`config.mk`:
```
export PLATFORM = sky130hd
export DESIGN_NAME = cop_watchdog
export DESIGN_NICKNAME = d
export VERILOG_FILES = /design/src/rtl/cop_watchdog.sv
export SDC_FILE = /design/constraint.sdc
export NUM_CORES = 1
export LEC_CHECK = 0
export BUFFER_PORTS_ARGS = -buffer_cell sky130_fd_sc_hd__buf_2
export CAP_MARGIN = 20
export CORE_MARGIN = 5
export CORE_UTILIZATION = 62
export CTS_CLUSTER_SIZE = 20
export DETAILED_ROUTE_END_ITERATION = 12
export PLACE_DENSITY_LB_ADDON = 0.2
export SYNTH_ARGS = -nofsm -noshare
export SYNTH_HDL_FRONTEND = slang
export SYNTH_SLANG_ARGS = --single-unit
```
`constraint.sdc`:
```
create_clock -name clk -period 6.1 [get_ports clk]
set_input_delay 1.22 -clock clk [delete_from_list [all_inputs] [get_ports clk]]
set_output_delay 1.22 -clock clk [all_outputs]
set_load 0.03 [all_outputs]
```
`src/rtl/cop_watchdog.sv`:
```
module cop_watchdog #(
  parameter int CNT_W     = 19,
  parameter int SYNC_N    = 2,
  parameter int TMO_W     = 3,
  parameter int LFO_BASE  = 5,
  parameter int BUS_BASE  = 13
) (
  input  logic              clk,
  input  logic              rst_n,
  input  logic              por_n,
  input  logic              lfo_tick,
  input  logic              cfg_wr,
  input  logic [TMO_W+1:0]  cfg_wdata,
  input  logic              svc,
  input  logic              dbg_active,
  output logic [TMO_W+1:0]  cfg_rd,
  output logic              reset_req,
  output logic              cause_flag
);
  localparam int CODE_MAX = (1 << TMO_W) - 1;

  logic             en_q, src_q, locked_q;
  logic [TMO_W-1:0] tmo_q;
  logic [CNT_W-1:0] cnt_q, lim_m1;
  logic [CNT_W:0]   lim;
  logic [SYNC_N:0]  lfo_sh;
  logic             tick_en, cfg_take, inc, hit;
  int unsigned      shamt, code_eff;

  always_ff @(posedge clk or negedge rst_n)
    if (!rst_n) lfo_sh <= '0;
    else        lfo_sh <= {lfo_sh[SYNC_N-1:0], lfo_tick};

  assign tick_en = lfo_sh[SYNC_N-1] & ~lfo_sh[SYNC_N];

  assign cfg_take = cfg_wr & ~locked_q;

  always_ff @(posedge clk or negedge rst_n)
    if (!rst_n) begin
      en_q     <= 1'b1;
      src_q    <= 1'b0;
      tmo_q    <= TMO_W'(CODE_MAX);
      locked_q <= 1'b0;
    end else if (cfg_take) begin
      en_q     <= cfg_wdata[TMO_W+1];
      src_q    <= cfg_wdata[TMO_W];
      tmo_q    <= cfg_wdata[TMO_W-1:0];
      locked_q <= 1'b1;
    end

  assign cfg_rd = {en_q, src_q, tmo_q};

  always_comb begin
    code_eff = (tmo_q == TMO_W'(CODE_MAX)) ? CODE_MAX - 1 : int'(tmo_q);
    shamt    = (src_q ? BUS_BASE : LFO_BASE) + code_eff;
    lim      = (CNT_W+1)'(1) << shamt;
  end

  assign lim_m1 = CNT_W'(lim - 1'b1);

  assign inc = en_q & ~dbg_active & (src_q | tick_en);
  assign hit = inc & (cnt_q == lim_m1) & ~svc & ~cfg_take;

  always_ff @(posedge clk or negedge rst_n)
    if (!rst_n)                  cnt_q <= '0;
    else if (svc || cfg_take)    cnt_q <= '0;
    else if (hit)                cnt_q <= '0;
    else if (inc)                cnt_q <= cnt_q + 1'b1;

  always_ff @(posedge clk or negedge rst_n)
    if (!rst_n) reset_req <= 1'b0;
    else        reset_req <= hit;

  always_ff @(posedge clk or negedge por_n)
    if (!por_n)   cause_flag <= 1'b0;
    else if (hit) cause_flag <= 1'b1;


  lock_hold_chk: assert property (@(posedge clk) disable iff (!rst_n)
    $past(locked_q) |-> $stable(cfg_rd));


  svc_block_chk: assert property (@(posedge clk) disable iff (!rst_n)
    svc |=> !reset_req);


  dbg_quiet_chk: assert property (@(posedge clk) disable iff (!rst_n)
    reset_req |-> !$past(dbg_active));


  en_gate_chk: assert property (@(posedge clk) disable iff (!rst_n)
    reset_req |-> $past(en_q));


  one_pulse_chk: assert property (@(posedge clk) disable iff (!rst_n)
    reset_req |=> !reset_req);


  flag_set_chk: assert property (@(posedge clk) disable iff (!rst_n || !por_n)
    reset_req |-> cause_flag);
endmodule

```
==> out/qor.yml, run 1 <==
power_and_ir_drop:
  maximum_vdd_drop_mv: 0.1744
  netSwitchingPower_w: 0.0001368
  p_leak_nw: 0.8875
  power_density_mw_per_mm2: 193.2
  switching_share_of_total_power_pct: 31.87
  sequentialPowerShare_pct: 52.8
  internal-power_w: 0.0002924
  power.clock.fraction_pct: 29.8
  combinational_cell_fraction_of_total_power_pct: 17.4
layout:
  num_antenna_cells: 0
  post_route_cells_drive_above_1_share_pct: 26.29
  seq_area_um2: 755.7
  syn2layout_area_growth_pct: 4.720
  multi_input_area_mm2: 0.001242
  num-nets-final: 245
  fillCellCount: 280
  final-instance-count-excl-fill: 278
cts:
  holdBufCountCts: 0
  clkLatencyLatePin_ns: 0.34
  cts_buffers: 5
  clk_pin_slew_worst_paths_ns: 0.11
  cts_htree_levels: 2
  maximum_clock_path_buffer_count: 2
  ctsResizeCount: 0
  cts.sink_count: 30
  postCtsSetupBuffers: 0
  cts-root-buf: "clkbuf_4"
  tritoncts: "built"
sta:
  timing_max_transition_violations_final: 0
  tcrit_tclk_final_pct: 48.25
  actual_transition_at_the_worst_max_transition_pin_ns: 0.9488
  totalNegativeSetupSlack_ns: 0
  max_freq_mhz: 339.7
  finalSetupViolCount: 0
  timing.final.crit_period_ns: 2.944
  final-hold-violation-count: 0
  finalWorstSetupSlack_ns: 3.156
  fin_skew_ns: 0.01499
  worst_case_headroom_to_the_max_slew_limit_pct: 36.27
  rsz_0062_raised_after_global_routing: "false"
routing:
  num_vias: 1742
  detail-route-antenna-nets: 0
  route.detailed.drc: 0
  routedWlPerCell_um: 16.64
  detail_route.first_pass.iterations: 4
  drt-vias-per-instance: 6.266
  drt_iter0_markers: 138
  finalWirelength_mm: 4.626
global_routing:
  globalRoute.totalOverflow: 0
  vias_in_the_first_global_route: 1772
  grt_first_pass_wirelength_mm: 8.045
  gr-usage-all-layers_pct: 23.28
  pin_count_of_the_biggest_net_entering_global_routing: 30
  antenna_found_initial: 0
logic_synthesis:
  post_synthesis_async_set_or_reset_flop_share_pct: 100.0
  syn_area_per_cell_um2: 9.553
  synth-edff-count: 0
  netlist-cell-type-count: 56
  synth_seq_area_share_pct: 35.63
  syn-cell-area_mm2: 0.002121
  synth_flop_cell: "dfrtp_1"
  synth_cells: 222
  flop_and_latch_count_out_of_synthesis: 30
  yosys_warnings: 0
flow_run:
  max_cap_violations: 0
floorplanning:
  floorplan_die_height_um: 68.49
  initial_utilization_pct: 63.55
  core-area_mm2: 0.003337
  die_w_um: 68.49
  die-area_mm2: 0.004690
  num_io_pins: 19
  fp-row-count: 21
critical_path:
  critical_path_peak_fanout: 24
  setup.worst_path.start_class: "register"
  worstPathRequired_ns: 6.27
  setup.worst_path.class: "register to register"
  ff2ff_path_depth: 5
  worst_setup_path_end_kind: "register"
  arrival_time_reported_for_the_critical_path_endpoint_ns: 3.11
run_status:
  outcome: "finished, final reports clean"
place:
  port_buffers: 18
  numPlacedInstances: 270
  detailedPlacementHpwl_mm: 3.364
  dp_worst_setup_slack_ns: 3.199
  globalplace.congestion: 0.8759
hold_path:
  holdCritPathClass: "register to register"
  worst_hold_path.num_cells: 0
-- power by group through the flow --
stage	clock (W)	sequential [W]	combinational, W
6_report	0.000128	0.000227	0.0000747
3_3_place_gp	0	0.000229	0.0000712
3_5_place_dp	0	0.000230	0.0000736
4_1_cts	0.000131	0.000226	0.0000739
2_1_floorplan	0	0.000220	0.0000726
5_1_grt	0.000143	0.000229	0.0000820
-- layout make-up --
cell class / count / share of cell area, %
multi-input cells: 173 / 55.94
flip-flops and latches: 30 / 34.03
repair buffers: 18 / 4.056
well taps: 46 / 2.592
clock buffers: 6 / 2.310
clock inverters: 2 / 0.5634
inverters: 3 / 0.5070
-- cell usage after synthesis (all sizes together) (5+ instances only) --
cell type	count	area, um2
dfrtp	26	650.6
nor3	21	160.2
nand2	15	56.30
nor2	14	52.55
buf	11	92.59
nand3	10	50.05
xor2	10	87.58
and3	8	50.05
o21ai	8	43.79
xnor2	7	61.31
clkbuf	6	22.52
nor2b	6	37.54
a21oi	5	25.02
and2	5	31.28
nand4	5	37.53
nor4	5	61.31
-- logic make-up (layout without fill, tap and decap cells) --
logic type               after synthesis  in the layout  share of synthesized area, %
AO/OA/AOI/OAI                         42             42                         16.40
XOR/XNOR                              17             17                         7.021
adder cells (fa/ha/maj)                2              2                         1.180
buffers and inverters                 20             29                         5.959
flip-flops                            30             30                         35.63
multiplexers                           6              6                         3.068
other                                  1              2                        0.1768
AND/OR/NAND/NOR                      104            104                         30.56
-- critical path, cell delays in order (launching register included) --
cell and delay, ns:
dfrtp_1 0.88, inv_1 0.19, nor4_1 0.50, a311oi_4 0.16, nor4_4 0.90, nor3_1 0.13
-- metal layers --
layer  vias to the layer above  global-route usage [%]  share of wire [%]
met4                         0                   11.41                2.0
met5                         -                       0                  0
met1                       852                   29.36                 42
li1                        825                       -                  -
met2                        53                   36.83                 49
met3                        12                   5.911                6.9
-- registers in the layout, indices dropped and copies added, names as in the netlist --
signal and flops:
lfo_sh 3, en_q 1, reset_req 1, src_q 1, locked_q 1, cause_flag 1
tmo_q 3, cnt_q 19
-- per-stage QoR --
stage	power, W	area (um2)	util (%)	hold WS (ns)
after floorplan	0.0002926	2125	-	0.3312
after global placement	0.0003003	2157	64.64	0.3349
after detailed placement	0.0003038	2157	64.64	0.3465
after CTS	0.0004313	2221	66.55	0.3700
after global routing	0.0004546	2221	66.55	0.3908
final	0.0004291	2221	66.55	0.3658
-- path summary, 6_finish.rpt --
| check | startpoint | endpoint | slack (ns) |
|---|---|---|---|
| max in group asynchronous | rst_n | cnt_q[15] | 4.79 |
| min in group asynchronous | por_n | cause_flag | 0.64 |
| worst min register to register | lfo_sh[0] | lfo_sh[1] | 0.37 |
| worst min-delay path | lfo_sh[0] | lfo_sh[1] | 0.37 |
| worst max register to register | src_q | cnt_q[2] | 3.16 |
| worst max-delay path | src_q | cnt_q[2] | 3.16 |
-- cell usage in the layout (no fill, tap or decap), drive strengths merged, types with 3 or more instances in the layout --
cell | synthesis | layout
and2 | 5 | 5
xor2 | 10 | 10
nand2 | 15 | 15
mux2 | 4 | 4
a211oi | 4 | 4
and3 | 8 | 8
nand4 | 5 | 5
dfrtp | 26 | 26
inv | 3 | 3
buf | 11 | 18
nor4 | 5 | 5
clkbuf | 6 | 6
o21a | 3 | 3
o21ai | 8 | 8
nor2 | 14 | 14
nor2b | 6 | 6
nor3 | 21 | 21
o211ai | 4 | 4
nand2b | 3 | 3
a21oi | 5 | 5
or2 | 4 | 4
nand3 | 10 | 10
xnor2 | 7 | 7
dfstp | 4 | 4
Power figures use the tool's default switching activity.
==> run 2: changes to the inputs <==
--- a/config.mk
+++ b/config.mk
@@ -8,7 +8,7 @@
 export BUFFER_PORTS_ARGS = -buffer_cell sky130_fd_sc_hd__buf_2
 export CAP_MARGIN = 20
 export CORE_MARGIN = 5
-export CORE_UTILIZATION = 62
+export CORE_UTILIZATION = 59
 export CTS_CLUSTER_SIZE = 20
 export DETAILED_ROUTE_END_ITERATION = 12
 export PLACE_DENSITY_LB_ADDON = 0.2
==> constraint.sdc (replaced) <==
create_clock -name clk -period 3.1 [get_ports clk]
set_input_delay 0.62 -clock clk [delete_from_list [all_inputs] [get_ports clk]]
set_output_delay 0.62 -clock clk [all_outputs]
set_load 0.03 [all_outputs]
==> run 2 against run 1 <==
  * Critical path depth increased by 1
  * Utilization decreased by 0.88 points
  * Sequential power increased by 97%
  * Largest cell class unchanged
  * Worst hold slack got worse by 0.32 ns
  * Clock skew decreased by 0.0048 ns
  * Critical endpoint unchanged
  * Non-clock buffer count increased by 1
  * Power increased by 110%
  * Cell count increased by 0.36%
  * Sequential cell count unchanged
  * Global-route usage decreased by 2.3 points
  * Via count decreased by 0.75%
  * Combinational power increased by 99%
  * Critical path type unchanged
==> out/qor.yml, run 2 (same netlist as run 1, synthesis figures left out) <==
sta:
  actual_transition_at_the_worst_max_transition_pin_ns: 0.8000  # -0.1488 ns
  final-hold-violation-count: 0  # unchanged
  finalSetupViolCount: 0  # unchanged
  fin_skew_ns: 0.01023  # -0.004758 ns
  max_freq_mhz: 384.8  # +13%
  tcrit_tclk_final_pct: 83.84  # +36 points
  min_hold_slack_ns: 0.04973  # -0.3161 ns
  timing.final.crit_period_ns: 2.599  # -0.3444 ns
  finalWorstSetupSlack_ns: 0.5009  # -2.656 ns
  timing_max_transition_violations_final: 0  # unchanged
  rsz_0062_raised_after_global_routing: "false"
  worst_case_headroom_to_the_max_slew_limit_pct: 46.67  # +10 points
  totalNegativeSetupSlack_ns: 0  # unchanged
global_routing:
  pin_count_of_the_biggest_net_entering_global_routing: 30  # unchanged
  globalRoute.totalOverflow: 0  # unchanged
  grt_first_pass_wirelength_mm: 8.252  # +2.6%
  gr-usage-all-layers_pct: 20.94  # -2.3 points
  vias_in_the_first_global_route: 1787  # +0.85%
  antenna_found_initial: 0  # unchanged
cts:
  clk_pin_slew_worst_paths_ns: 0.10  # about the same
  cts-root-buf: "clkbuf_4"
  cts_buffers: 5  # unchanged
  clkLatencyLatePin_ns: 0.33  # about the same
  postCtsSetupBuffers: 0  # unchanged
  holdBufCountCts: 0  # unchanged
  ctsResizeCount: 0  # unchanged
  cts_htree_levels: 2  # unchanged
  cts.sink_count: 30  # unchanged
  tritoncts: "built"
  maximum_clock_path_buffer_count: 2  # unchanged
routing:
  route.detailed.drc: 0  # unchanged
  detail-route-antenna-nets: 0  # unchanged
  finalWirelength_mm: 4.790  # +3.5%
  num_vias: 1729  # -0.75%
  routedWlPerCell_um: 17.17  # +3.2%
  detail_route.first_pass.iterations: 4  # unchanged
  drt_iter0_markers: 144  # +4.3%
  drt-vias-per-instance: 6.197  # -1.1%
critical_path:
  setup.worst_path.class: "register to register"
  critical-path-slowest-cell: "dfrtp_1"
  crit-reg2reg-capture: "cnt_q[2]"
  r2r_setup_slack_ns: 0.50  # -2.66 ns
  rr_startpoint: "src_q"
  arrival_time_reported_for_the_critical_path_endpoint_ns: 2.79  # -0.32 ns
  worstPathRequired_ns: 3.29  # -2.98 ns
  worst_setup_path_end_kind: "register"
  slowest_delay_ns: 0.88  # -0.02 ns
  critical_path_peak_fanout: 24  # unchanged
  critical_path_capture_point: "cnt_q[2]"
  ff2ff_path_depth: 6  # +1
  setup.worst_path.start_class: "register"
  crit_path_cell_trace: "inv_1, nor4_1, a311oi_4, nor4_4, buf_4, nor3_1"
  worst_setup_path_startpoint: "src_q"
place:
  detailedPlacementHpwl_mm: 3.428  # +1.9%
  globalplace.congestion: 0.9743  # +11%
  port_buffers: 18  # unchanged
  dp_worst_setup_slack_ns: 0.5719  # -2.627 ns
  numPlacedInstances: 271  # +0.37%
hold_path:
  holdCritPathClass: "input pin to async pin"
layout:
  layout.cells.most_common: "dfrtp_1"
  fillCellCount: 266  # -5.0%
  num-nets-final: 246  # +0.41%
  final-instance-count-excl-fill: 279  # +0.36%
  largest_register_ffs: 19  # unchanged
  num_antenna_cells: 0  # unchanged
  reg.largest.list: "cnt_q x19, lfo_sh x3, tmo_q x3"
  post_route_cells_drive_above_1_share_pct: 26.61  # +0.32 points
  layout.cells.most_common_list: "26 x dfrtp_1, 18 x buf_2, 15 x nand2_1, 14 x nor2_1, 11 x nor3_2"
  syn2layout_area_growth_pct: 5.782
  top_register: "cnt_q"
floorplanning:
  die_w_um: 69.96  # +2.1%
  die-area_mm2: 0.004894  # +4.3%
  initial_utilization_pct: 62.09  # -1.5 points
  floorplan_die_height_um: 69.96  # +2.1%
  num_io_pins: 19  # unchanged
  fp-row-count: 21  # unchanged
  core-area_mm2: 0.003416  # +2.4%
power_and_ir_drop:
  power_w: 0.0008862  # +110%
  maximum_vdd_drop_mv: 0.2499  # +43%
  p_leak_nw: 0.9033  # +1.8%
  power_density_mw_per_mm2: 395.0  # +100%
run_status:
  outcome: "finished, final reports clean"
flow_run:
  max_cap_violations: 0  # unchanged
==> run 2: cell count changes in the layout (fill, tap and decap cells not counted) <==
cell        previous run  this run
buf_4                  0         1
clkbuf_8               1         3
clkinv_2               1         0
clkinvlp_4             1         0
==> run 2: how the worst min path moves through the flow <==
stage,cells past startpoint,slack [ns],endpoint,startpoint
6_report,1,0.05,cause_flag,por_n
5_1_grt,1,0.02,cause_flag,por_n
4_1_cts,1,0.04,cause_flag,por_n
3_5_place_dp,0,0.34,lfo_sh[1],lfo_sh[0]
3_3_place_gp,0,0.34,lfo_sh[1],lfo_sh[0]
2_1_floorplan,0,0.32,cause_flag,por_n
==> run 2: area by class of cell <==
class / instances / area (um2) / share of cell area [%]
multi-input combinational: 173 / 1242 / 55.38
timing repair buffer: 19 / 97.59 / 4.350
clock buffer: 8 / 78.83 / 3.514
tap: 46 / 57.56 / 2.566
inverter: 3 / 11.26 / 0.5020
sequential: 30 / 755.7 / 33.69
==> run 2: routing by layer <==
layer  share of wire [%]  GRT usage, %
met5                   0             0
met4                 2.2         10.00
met3                 5.3         4.591
met2                  50         33.58
met1                  42         26.70
==> run 2: report_power, final <==
group	internal (W)	leakage, nW	switching [W]	total, W
registers	0.000407	0.391	0.0000411	0.000448
clock network	0.000155	0.0446	0.000134	0.000289
logic	0.0000591	0.468	0.0000901	0.000149
==> run 2: worst max-delay path, delay by kind of cell (launching register included) <==
kind	cells	cell delay [ns]
buffers and inverters	2	0.48
AO/OA/AOI/OAI	1	0.17
AND/OR/NAND/NOR	3	0.92
flip-flops	1	0.88
==> run 2: metrics by stage <==
stage                     utilization [%]  instance area [um2]
after floorplan                         -                 2125
after global placement              63.37                 2165
after detailed placement            63.37                 2165
after CTS                           65.68                 2243
after global routing                65.68                 2243
final                               65.68                 2243
